--- config.mk ---
export PLATFORM = sky130hd
export DESIGN_NAME = banked_regwin
export DESIGN_NICKNAME = d
export VERILOG_FILES = /design/src/rtl/regwin_pkg.sv /design/src/rtl/regwin_decode.sv /design/src/rtl/regwin_bank_fsm.sv /design/src/rtl/regwin_pkt_store.sv /design/src/rtl/banked_regwin.sv
export SDC_FILE = /design/constraint.sdc
export NUM_CORES = 1
export LEC_CHECK = 0
export BUFFER_PORTS_ARGS = -buffer_cell sky130_fd_sc_hd__buf_4
export CORE_MARGIN = 5
export CORE_UTILIZATION = 30
export DETAILED_ROUTE_END_ITERATION = 7
export SLEW_MARGIN = 10
export SYNTH_ARGS = -nofsm -noshare
export SYNTH_HDL_FRONTEND = slang
export SYNTH_SLANG_ARGS = --single-unit
--- constraint.sdc ---
create_clock -name clk -period 2.6 [get_ports clk]
set_clock_uncertainty 0.05 [all_clocks]
set_input_delay 0.26 -clock clk [delete_from_list [all_inputs] [get_ports clk]]
set_output_delay 0.26 -clock clk [all_outputs]
set_load 0.03 [all_outputs]
--- src/rtl/regwin_pkg.sv ---
package regwin_pkg;
    typedef enum logic {
        BANK_LO,
        BANK_HI
    } bank_state_e;

    typedef enum logic [2:0] {
        TGT_NONE,
        TGT_SWRST,
        TGT_STATUS,
        TGT_BANKSEL,
        TGT_CTRL,
        TGT_PKT
    } tgt_e;

    localparam int HPD_BIT      = 6;
    localparam int VSTB_BIT     = 4;
    localparam int RST_REF_BIT  = 5;
    localparam int RST_ACLK_BIT = 4;
    localparam int RST_VID_BIT  = 3;
    localparam int RST_AUD_BIT  = 2;
    localparam int RST_HDCP_BIT = 0;
    localparam int MUTE_BIT     = 0;
    localparam int DEPTH_LSB    = 4;
    localparam int DEPTH_W      = 3;
    localparam logic [7:0] SWRST_MASK = 8'h3D;
    localparam logic [7:0] CTRL_MASK  = 8'h71;
endpackage

--- src/rtl/regwin_decode.sv ---
module regwin_decode
    import regwin_pkg::*;
#(
    parameter int ADDR_W      = 8,
    parameter int COMMON_TOP  = 'h30,
    parameter int ADDR_SWRST  = 'h04,
    parameter int ADDR_STATUS = 'h0E,
    parameter int ADDR_BANK   = 'h0F,
    parameter int ADDR_CTRL   = 'hC1,
    parameter int PKT_BASE    = 'h58,
    parameter int PKT_LEN     = 14
) (
    input  logic [ADDR_W-1:0] addr,
    input  logic              bank_hi,
    output tgt_e              tgt,
    output logic [ADDR_W-1:0] off
);
    localparam int PKT_END = PKT_BASE + PKT_LEN;

    always_comb begin
        tgt = TGT_NONE;
        if (int'(addr) < COMMON_TOP) begin
            if (int'(addr) == ADDR_SWRST)       tgt = TGT_SWRST;
            else if (int'(addr) == ADDR_STATUS) tgt = TGT_STATUS;
            else if (int'(addr) == ADDR_BANK)   tgt = TGT_BANKSEL;
        end else if (!bank_hi) begin
            if (int'(addr) == ADDR_CTRL) tgt = TGT_CTRL;
        end else begin
            if (int'(addr) >= PKT_BASE && int'(addr) < PKT_END) tgt = TGT_PKT;
        end
    end

    assign off = addr - ADDR_W'(PKT_BASE);
endmodule

--- src/rtl/regwin_bank_fsm.sv ---
module regwin_bank_fsm
    import regwin_pkg::*;
(
    input  logic clk,
    input  logic rst_n,
    input  logic sel_wr,
    input  logic sel_bit,
    output logic bank_hi
);
    bank_state_e state_q, state_d;

    always_ff @(posedge clk or negedge rst_n) begin
        if (!rst_n) state_q <= BANK_LO;
        else        state_q <= state_d;
    end

    always_comb begin
        state_d = state_q;
        unique case (state_q)
            BANK_LO: if (sel_wr && sel_bit)  state_d = BANK_HI;  // LO_TO_HI
            BANK_HI: if (sel_wr && !sel_bit) state_d = BANK_LO;  // HI_TO_LO
        endcase
    end

    always_comb begin
        unique case (state_q)
            BANK_LO: bank_hi = 1'b0;
            BANK_HI: bank_hi = 1'b1;
        endcase
    end
endmodule

--- src/rtl/regwin_pkt_store.sv ---
module regwin_pkt_store #(
    parameter int ADDR_W  = 8,
    parameter int DATA_W  = 8,
    parameter int PKT_LEN = 14
) (
    input  logic                      clk,
    input  logic                      rst_n,
    input  logic                      we,
    input  logic [ADDR_W-1:0]         off,
    input  logic [DATA_W-1:0]         wdata,
    output logic [DATA_W-1:0]         rd_byte,
    output logic [PKT_LEN*DATA_W-1:0] flat
);
    logic [DATA_W-1:0] mem [PKT_LEN];

    for (genvar i = 0; i < PKT_LEN; i++) begin : g_byte
        always_ff @(posedge clk or negedge rst_n) begin
            if (!rst_n)                         mem[i] <= '0;
            else if (we && off == ADDR_W'(i))   mem[i] <= wdata;
        end
        assign flat[i*DATA_W +: DATA_W] = mem[i];
    end

    always_comb begin
        rd_byte = '0;
        for (int i = 0; i < PKT_LEN; i++)
            if (off == ADDR_W'(i)) rd_byte = mem[i];
    end
endmodule

--- src/rtl/banked_regwin.sv ---
module banked_regwin
    import regwin_pkg::*;
#(
    parameter int ADDR_W  = 8,
    parameter int DATA_W  = 8,
    parameter int PKT_LEN = 14
) (
    input  logic                      clk,
    input  logic                      rst_n,
    input  logic                      wr_en,
    input  logic                      rd_en,
    input  logic [ADDR_W-1:0]         addr,
    input  logic [DATA_W-1:0]         wdata,
    output logic [DATA_W-1:0]         rdata,
    input  logic                      hpd_in,
    input  logic                      vid_stable_in,
    output logic                      rst_ref,
    output logic                      rst_aclk,
    output logic                      rst_vid,
    output logic                      rst_aud,
    output logic                      rst_hdcp,
    output logic                      av_mute,
    output logic [DEPTH_W-1:0]        color_depth,
    output logic [PKT_LEN*DATA_W-1:0] pkt_bytes
);
    localparam logic [DATA_W-1:0] SWRST_M = DATA_W'(SWRST_MASK);
    localparam logic [DATA_W-1:0] CTRL_M  = DATA_W'(CTRL_MASK);

    tgt_e              tgt;
    logic [ADDR_W-1:0] off;
    logic              bank_hi;
    logic [DATA_W-1:0] swrst_q, ctrl_q, status_b, pkt_rd, rd_mux;

    regwin_decode #(.ADDR_W(ADDR_W), .PKT_LEN(PKT_LEN)) u_dec (
        .addr(addr), .bank_hi(bank_hi), .tgt(tgt), .off(off)
    );

    regwin_bank_fsm u_fsm (
        .clk(clk), .rst_n(rst_n),
        .sel_wr(wr_en && tgt == TGT_BANKSEL),
        .sel_bit(wdata[0]),
        .bank_hi(bank_hi)
    );

    regwin_pkt_store #(.ADDR_W(ADDR_W), .DATA_W(DATA_W), .PKT_LEN(PKT_LEN)) u_pkt (
        .clk(clk), .rst_n(rst_n),
        .we(wr_en && tgt == TGT_PKT),
        .off(off), .wdata(wdata),
        .rd_byte(pkt_rd), .flat(pkt_bytes)
    );

    always_ff @(posedge clk or negedge rst_n) begin
        if (!rst_n) begin
            swrst_q <= '0;
            ctrl_q  <= '0;
        end else if (wr_en) begin
            if (tgt == TGT_SWRST) swrst_q <= wdata & SWRST_M;
            if (tgt == TGT_CTRL)  ctrl_q  <= wdata & CTRL_M;
        end
    end

    always_comb begin
        status_b           = '0;
        status_b[HPD_BIT]  = hpd_in;
        status_b[VSTB_BIT] = vid_stable_in;
    end

    always_comb begin
        case (tgt)
            TGT_SWRST:   rd_mux = swrst_q;
            TGT_STATUS:  rd_mux = status_b;
            TGT_BANKSEL: rd_mux = DATA_W'(bank_hi);
            TGT_CTRL:    rd_mux = ctrl_q;
            TGT_PKT:     rd_mux = pkt_rd;
            default:     rd_mux = '0;
        endcase
    end

    always_ff @(posedge clk or negedge rst_n) begin
        if (!rst_n)     rdata <= '0;
        else if (rd_en) rdata <= rd_mux;
    end

    assign rst_ref     = swrst_q[RST_REF_BIT];
    assign rst_aclk    = swrst_q[RST_ACLK_BIT];
    assign rst_vid     = swrst_q[RST_VID_BIT];
    assign rst_aud     = swrst_q[RST_AUD_BIT];
    assign rst_hdcp    = swrst_q[RST_HDCP_BIT];
    assign av_mute     = ctrl_q[MUTE_BIT];
    assign color_depth = ctrl_q[DEPTH_LSB +: DEPTH_W];
endmodule

* After elaboration in Yosys (flattened, before gate mapping)
Cells that the tools add are included.
** Operators by class
- Add/subtract/negate cells :: 1
- $lt $le $gt $ge :: 3
- Equality and inequality tests :: 22
- Multiplexer cells :: 26
- Bitwise logic cells :: 1
- Reduce and logical (&&, ||, !) cells :: 23
** Operator list (count)
- $mux 8 :: 14
- $eq 8x4->1 const B :: 7
- $pmux 8 s5 :: 1
- $eq 8x3->1 const B :: 4
- $logic_and 1x1->1 :: 19
- $mux 3 :: 6
- $eq 8x2->1 const B :: 2
- $eq 8x5->1 const B :: 2
- $eq 8x1->1 const B :: 1
- $eq 8x7->1 const B :: 1
- $ge 8x7->1 const B :: 1
- $logic_not 8->1 :: 1
- $lt 8x6->1 const B :: 1
- $lt 8x7->1 const B :: 1
- $sub 8x7->8 const B :: 1
- $eq 3x2->1 const B :: 2
- $eq 3x3->1 const B :: 2
- $pmux 1 s2 :: 2
- $reduce_and 2->1 :: 2
- $eq 3x1->1 const B :: 1
- $mux 1 :: 2
- $mux 2 :: 1
- $logic_not 1->1 :: 1
- $not 1->1 :: 1
** Storage, ports and cells
- Flip-flop bits (word level) :: 130
- Bits of input ports :: 22
- Output and inout port bits :: 129

* Longest topological paths before layout
Gate-level depths: netlist of run 1.
- Depth in word-level cells :: 17
- Depth in mapped cells :: 8
- Gate-level depth less buffers :: 6

* By module
A second synthesis of run 1 with hierarchy kept.
** Second synthesis, totals
- Cell total of the unflattened synthesis :: 538
- Area, all modules :: 6665.1 µm²
** Modules (own cells, without submodules)
- regwin_pkt_store :: times used 1, cells an instance 437, area an instance 5571.6 µm²
- banked_regwin :: times used 1, cells an instance 73, area an instance 869.6 µm²
- regwin_decode :: times used 1, cells an instance 26, area an instance 183.9 µm²
- regwin_bank_fsm :: times used 1, cells an instance 2, area an instance 40.0 µm²

* Least setup slack after synthesis of run 1
No wires, ideal clock.
- Path kind :: input port to flip-flop
- Start point :: input port addr[3]
- End point :: register u_pkt.mem, in the netlist u_pkt.flat[8]
- Setup time :: 0.125 ns
- Arrival :: 2.315 ns
- Setup slack :: 0.110 ns
- Cell stages on the path :: 7
- Buffers on the path :: 1
- Cell sequence :: ha_1 > or4b_1 > a22oi_1 > nand3_2 > buf_6 > nor4_4 > mux2_2
** Between the ends
- Cells in the longest elaborated chain, start to end :: 8
- Elaborated cells on any way between the ends :: 20
- Those cells by class :: add/sub (1); order compare (3); eq/ne (6); mux (7); reduce/logical (3)
** RTL lines
- start: declaration :: RTL line banked_regwin.sv:12 : input logic [ADDR_W-1:0] addr,
- $ge 8x7->1 (tied with other cells) :: RTL line regwin_decode.sv:29 : if (int'(addr) >= PKT_BASE && int'(addr) < PKT_END) tgt = TGT_PKT;
- $logic_and 1x1->1 / $mux 2 (equally long branches) :: RTL line regwin_decode.sv:29, regwin_decode.sv:25
- $mux 3 (on tied branches) :: RTL line regwin_decode.sv:29, regwin_decode.sv:24
- $mux 3 (on tied branches) :: RTL line regwin_decode.sv:26, regwin_decode.sv:23
- $mux 3 :: RTL line regwin_decode.sv:22 : if (int'(addr) < COMMON_TOP) begin
- $eq 3x3->1 :: RTL line banked_regwin.sv:47 : .we(wr_en && tgt == TGT_PKT),
- $logic_and 1x1->1 :: RTL line banked_regwin.sv:47
- $logic_and 1x1->1 (*) :: RTL line regwin_pkt_store.sv:19 : else if (we && off == ADDR_W'(i)) mem[i] <= wdata;
- end signal: indexed assignment :: RTL line regwin_pkt_store.sv:19
- end: declaration :: RTL line regwin_pkt_store.sv:14 : logic [DATA_W-1:0] mem [PKT_LEN];
Mark *: on every way between the ends. The rest lies on a longest branch, timed or not.
A chain may end at the register's enable or synchronous reset.

* Final worst setup path of run 1
- Start point :: input port addr[0]
- End point :: register rdata[6]
** Between the ends
- Cells in the longest elaborated chain, start to end :: 17
- Elaborated cells on any way between the ends :: 50
- Those cells by class :: add/sub (1); order compare (3); eq/ne (22); mux (22); reduce/logical (2)
** RTL lines
- $sub 8x7->8 :: RTL line regwin_decode.sv:33 : assign off = addr - ADDR_W'(PKT_BASE);
- $logic_not 8->1 :: RTL line regwin_pkt_store.sv:27 : if (off == ADDR_W'(i)) rd_byte = mem[i];
- $mux 8 (14 in series) :: RTL line regwin_pkt_store.sv:27
- $pmux 8 s5 (*) :: RTL line banked_regwin.sv:69 : case (tgt)
- end signal: assignment :: RTL line banked_regwin.sv:81 : else if (rd_en) rdata <= rd_mux;
- end: declaration :: RTL line banked_regwin.sv:14 : output logic [DATA_W-1:0] rdata,
Marks and branches as above.

==> metrics.yaml, run 1 <==
setup_slack_ns: 0.2848
clk_pin_slew_worst_paths_ns: 0.06
core_area_sq_um: 21150
hold_viol_final: 0
fin_crit_ns: 2.315
ctsResizeCount: 0
syn_inst: 499
viasPerCell: 5.269
insertion_delay_ns: 0.42
synth_top_area_share: 0.5029
vias: 5106
p_clk_frac: 0.512
swShare: 0.2396
cp-start-kind: "input pin"
hp-start: "rd_en"
antenna_found_initial: 0
diodes: 0
synth_top_area_cell: "dfrtp_1"
slew_viol_final: 0
clockBufferDepth: 2
dpl_worst_slack_ns: -0.07153
seqPwrFrac: 0.410
start_util: 0.3058
netlist_area_sq_um: 6469
yosysSeqAreaShare: 0.5029
min_path_type: "in2reg"
combPwrFrac: 0.078
grt_pass1_vias: 5500
crit_arrival_ns: 2.55
gr-usage-all-layers: 0.1882
ys_warn_count: 0
p_leak_uw: 0.004377
p_sw_uw: 1197
rsz0062_at_grt: "false"
wire_per_inst_um: 23.68
fmax_ghz: 0.4319
pin_count: 151
io_buffers: 150
nets: 704
synth_nets: 522
min_to: "rdata[1]"
peakVddDrop_v: 0.0004093
synth-edff-count: 0
crit_fanout: 32
drt_iter0_drc: 336
required_ns: 2.84
crit_type: "in2reg"
clockRootBuffer: "clkbuf_16"
grt_pass1_wl_um: 34670
detail_route.wirelength_um: 22950
cts_tree: "built"
synth_cell_types: 58
gp_congestion: 0.9244
rows: 53
synth_area_leaders: "dfrtp_1 (50%), mux2_2 (22%), mux4_2 (3.5%)"
maxSlewHeadroom: 0.4843
die_w_um: 156.8
holdPathStages: 2
cts_inserted_buffers: 17
syn_area_per_cell_sq_um: 12.96
ys_seq_elements: 130
cts_max_level: 4
r2r_end: "rdata[1]"
drive_above_1_share: 0.5562
tightestPinTransition_ns: 0.7541
rr_startpoint: "u_pkt.flat[33]"
synthFlopType: "dfrtp_1"
r2r_slack_ns: 0.37
status: "finished, final reports clean"
first_pass_iters: 5
synthArstFlopShare: 1.000
syn2layout_area_growth_pct: 37.43
setup_viol: 0
clkSinkCount: 130
internal_power_uw: 3799
dieArea_sq_um: 24600
post_cts_buffers: 0
fin_crit_sh: 0.8905
p_per_area_nw_per_um2: 562.0
setup_tns_ns: 0
die_h_um: 156.8
overflow: 0
synth_common_cells: "dfrtp_1 (130), mux2_2 (128), clkbuf_1 (25), nand2_1 (19), nor2_1 (17)"
place_hpwl_um: 16860
synth.most_common_cell: "dfrtp_1"
worstSetupEndpointType: "flop"
grt_max_degree: 54
r2r_cells: 6
cap_violations: 0
drc: 0
ant_nets: 0
[cells in the final DEF, fill, tap and decap left out, types with 4 or more instances in the layout]
| master | instances |
|---|---|
| nand3_1 | 7 |
| o22ai_1 | 7 |
| nor2_1 | 17 |
| mux2i_1 | 11 |
| nand2_1 | 19 |
| a21oi_1 | 7 |
| bufinv_16 | 4 |
| o31ai_1 | 5 |
| buf_4 | 190 |
| nor3_1 | 7 |
| buf_12 | 8 |
| dfrtp_1 | 130 |
| mux4_2 | 10 |
| nor2b_1 | 4 |
| mux2_2 | 128 |
| nor3b_1 | 5 |
| o32ai_1 | 8 |
| inv_1 | 9 |
| clkbuf_16 | 17 |
| nand2b_1 | 6 |
| o21ai_0 | 10 |
| a211oi_1 | 5 |
| nor4_4 | 9 |
[worst max-delay path, cell delays in order]
cell and delay, ns:
buf_4 0.09, buf_4 0.42, buf_4 0.38, nor2b_1 0.09, o32ai_1 0.26, a211oi_1 0.09, a2111oi_0 0.67, buf_4 0.22
o31ai_1 0.06
[flip-flops by register name, summed over array words and instances, names as in the netlist, named ones only]
register	flops
rdata	8
ctrl_q	4
swrst_q	5
u_pkt.flat	112
[worst max path at each step]
| stage | startpoint | endpoint | slack [ns] |
|---|---|---|---|
| after floorplan | addr[3] | u_pkt.flat[8] | 0.11 |
| after global placement | addr[0] | rdata[1] | -0.11 |
| after detailed placement | addr[0] | rdata[6] | -0.07 |
| after CTS | addr[0] | rdata[6] | 0.37 |
| after global routing | addr[0] | rdata[6] | 0.14 |
| final | addr[0] | rdata[6] | 0.28 |
[final cells by class]
| cell class | instances | area [sq um] |
|---|---|---|
| clock buffer | 20 | 446.7 |
| tap | 275 | 344.1 |
| multi-input combinational | 324 | 3035 |
| timing repair buffer | 199 | 1597 |
| sequential | 130 | 3253 |
| clock inverter | 12 | 180.2 |
| fill | 1978 | 12260 |
| inverter | 9 | 33.78 |
[routing by layer]
layer  track usage  vias to the layer above  share of wire  routed length (um)
li1              -                     2249              -                   -
met1        0.2535                     2628           0.43                9925
met2        0.2993                      197           0.48               11020
met3       0.05116                       32          0.070                1611
met4       0.05248                        0          0.017                 392
met5             0                        -              0                   0
[stage by stage]
| stage | hold slack, ns | utilization | instance area, sq um | instances | total power (uW) |
|---|---|---|---|---|---|
| global route | 0.1081 | 0.4202 | 8890 | 969 | 5166 |
| CTS | 0.07797 | 0.4202 | 8890 | 969 | 5039 |
| floorplan | -0.08559 | - | 6469 | 499 | 2263 |
| global placement | 0.2769 | 0.3901 | 8253 | 936 | 2467 |
| finish | 0.1021 | 0.4202 | 8890 | 969 | 4996 |
| detailed placement | 0.2889 | 0.3901 | 8253 | 936 | 2472 |
[power groups by stage]
| stage | sequential [uW] | combinational (uW) | clock, uW |
|---|---|---|---|
| 4_1_cts | 2050 | 390 | 2600 |
| 2_1_floorplan | 2100 | 160 | 0 |
| 6_report | 2050 | 392 | 2560 |
| 5_1_grt | 2050 | 415 | 2700 |
| 3_5_place_dp | 2080 | 388 | 0 |
| 3_3_place_gp | 2080 | 383 | 0 |
[cells by family after synthesis]
group                      Yosys count  synth area share
muxes                              149            0.2747
DFF                                130            0.5029
and+or+nand+nor                    102            0.1112
AOI/OAI and AO/OA                   71           0.08008
buffers and inverters               45           0.02785
xor gates and xnor gates             1          0.001354
adders and majority gates            1          0.001934
[repair_timing]
action,in CTS,in global routing
endpoints found under the setup margin,0,0
hold buffers,1,0
endpoints found under the hold margin,44,0
No activity file was read; power rests on OpenSTA's default activity.
==> run 2: changes to the inputs <==
Settings changed: CORE_UTILIZATION 30 to 54, PLACE_DENSITY set to 0.8, SLEW_MARGIN 10 to 20.
==> metrics.yaml, run 2 (same netlist as run 1, synthesis figures left out) <==
p_total_uw: 4997
clk_pin_slew_worst_paths_ns: 0.05
diodes: 0
antenna_found_initial: 0
viasPerCell: 6.368
gp_congestion: 0.9556
die_h_um: 119.5
drc: 0
fin_crit_sh: 0.8808
clockBufferDepth: 2
p_leak_uw: 0.004373
dp_cells: 807
layout.cells.non_filler: 839
ant_nets: 0
fmax_ghz: 0.4367
grt_pass1_wl_um: 32960
insertion_delay_ns: 0.41
final_cell_mix: "buf_4 (191), dfrtp_1 (130), mux2_2 (128)"
cts_inserted_buffers: 17
nets: 703
dpl-instance-area_sq_um: 8060
post-route-cell-area_sq_um: 8708
maxSlewHeadroom: 0.5335
grt_pass1_vias: 5692
fin_crit_ns: 2.290
place_hpwl_um: 14470
ctsHoldBuffers: 1
worstSetupEndpointType: "flop"
start_util: 0.5454
worst_path_most_repeated_cell: "buf_4"
setup_viol: 0
cts_tree: "built"
first_pass_iters: 5
detail_route.wirelength_um: 21040
slew_viol_final: 0
drive_above_1_share: 0.5549
path_cells: "buf_4, ha_1, or4b_1, a22oi_1, nand3_2, buf_4, nor4_4, buf_4, mux2_2"
layout_commonest_cell: "buf_4"
fin_util: 0.7342
cp-start-kind: "input pin"
io_buffers: 150
cp_slowest_cell: "or4b_1"
critPathMaxStageDelay_ns: 0.44
core_area_sq_um: 11860
syn2layout_area_growth_pct: 34.62
crit_fanout: 7
hold_viol_final: 0
largest_reg_flops: 112
tightestPinTransition_ns: 0.6821
crit_type: "in2reg"
grt_max_degree: 57
drt_iter0_drc: 435
post_cts_buffers: 0
overflow: 0
gr-usage-all-layers: 0.3013
hold_slack_ns: 0.09946
crit_arrival_ns: 2.53
wire_per_inst_um: 25.07
clockRootBuffer: "clkbuf_16"
die_w_um: 119.5
ctsResizeCount: 0
rows: 40
pin_count: 151
peakVddDrop_v: 0.0003471
clkSinkCount: 130
status: "finished, final reports clean"
p_per_area_nw_per_um2: 573.8
cts_max_level: 4
vias: 5343
rsz0062_at_grt: "false"
cap_violations: 0
min_path_type: "in2reg"
required_ns: 2.84
dieArea_sq_um: 14270
## run 2: worst paths after layout
kind	start	end	slack (ns)	depth (start not counted)
min in group asynchronous	rst_n	rdata[1]	0.37	2
worst max-delay path	addr[4]	u_pkt.flat[46]	0.31	9
worst min-delay path	rd_en	rdata[1]	0.1	2
worst min register to register	rdata[4]	rdata[4]	0.49	2
max in group asynchronous	rst_n	u_pkt.flat[13]	1.37	3
worst max register to register	u_pkt.flat[9]	rdata[1]	0.47	5
## run 2: stage by stage
| stage | setup TNS, ns | setup WS (ns) |
|---|---|---|
| 2_1_floorplan | 0 | 0.1098 |
| 3_3_place_gp | -0.08534 | -0.01953 |
| 3_5_place_dp | -1.594 | -0.05150 |
| 4_1_cts | 0 | 0.3545 |
| 5_1_grt | 0 | 0.2693 |
| 6_report | 0 | 0.3099 |
## run 2: critical path, delay by kind of cell
family,cells,cell delay [ns]
AND/OR/NAND/NOR,3,0.93
buffers and inverters,3,0.53
multiplexers,1,0.34
adder cells (fa/ha/maj),1,0.16
AO/OA/AOI/OAI,1,0.31
## run 2: cell type report
type / instances / area (sq um)
Clock buffer: 23 / 488.0
Clock inverter: 8 / 150.1
Fill cell: 749 / 3153
Inverter: 9 / 33.78
Multi-Input combinational cell: 324 / 3035
Sequential cell: 130 / 3253
Tap cell: 147 / 183.9
Timing Repair Buffer: 198 / 1564
## run 2: metal layers
metal  GRT usage  vias up  wire, um
li1            -     2256         -
met1      0.3950     2709      8333
met2      0.4802      319     10130
met3     0.07692       59      1826
met4      0.1217        0       746
met5           0        -         0
## run 2: power by group
group,switching (uW),internal [uW],total [uW]
clock network,864,1700,2570
logic,256,125,381
registers,10.7,2040,2050
total,1130,3870,5000
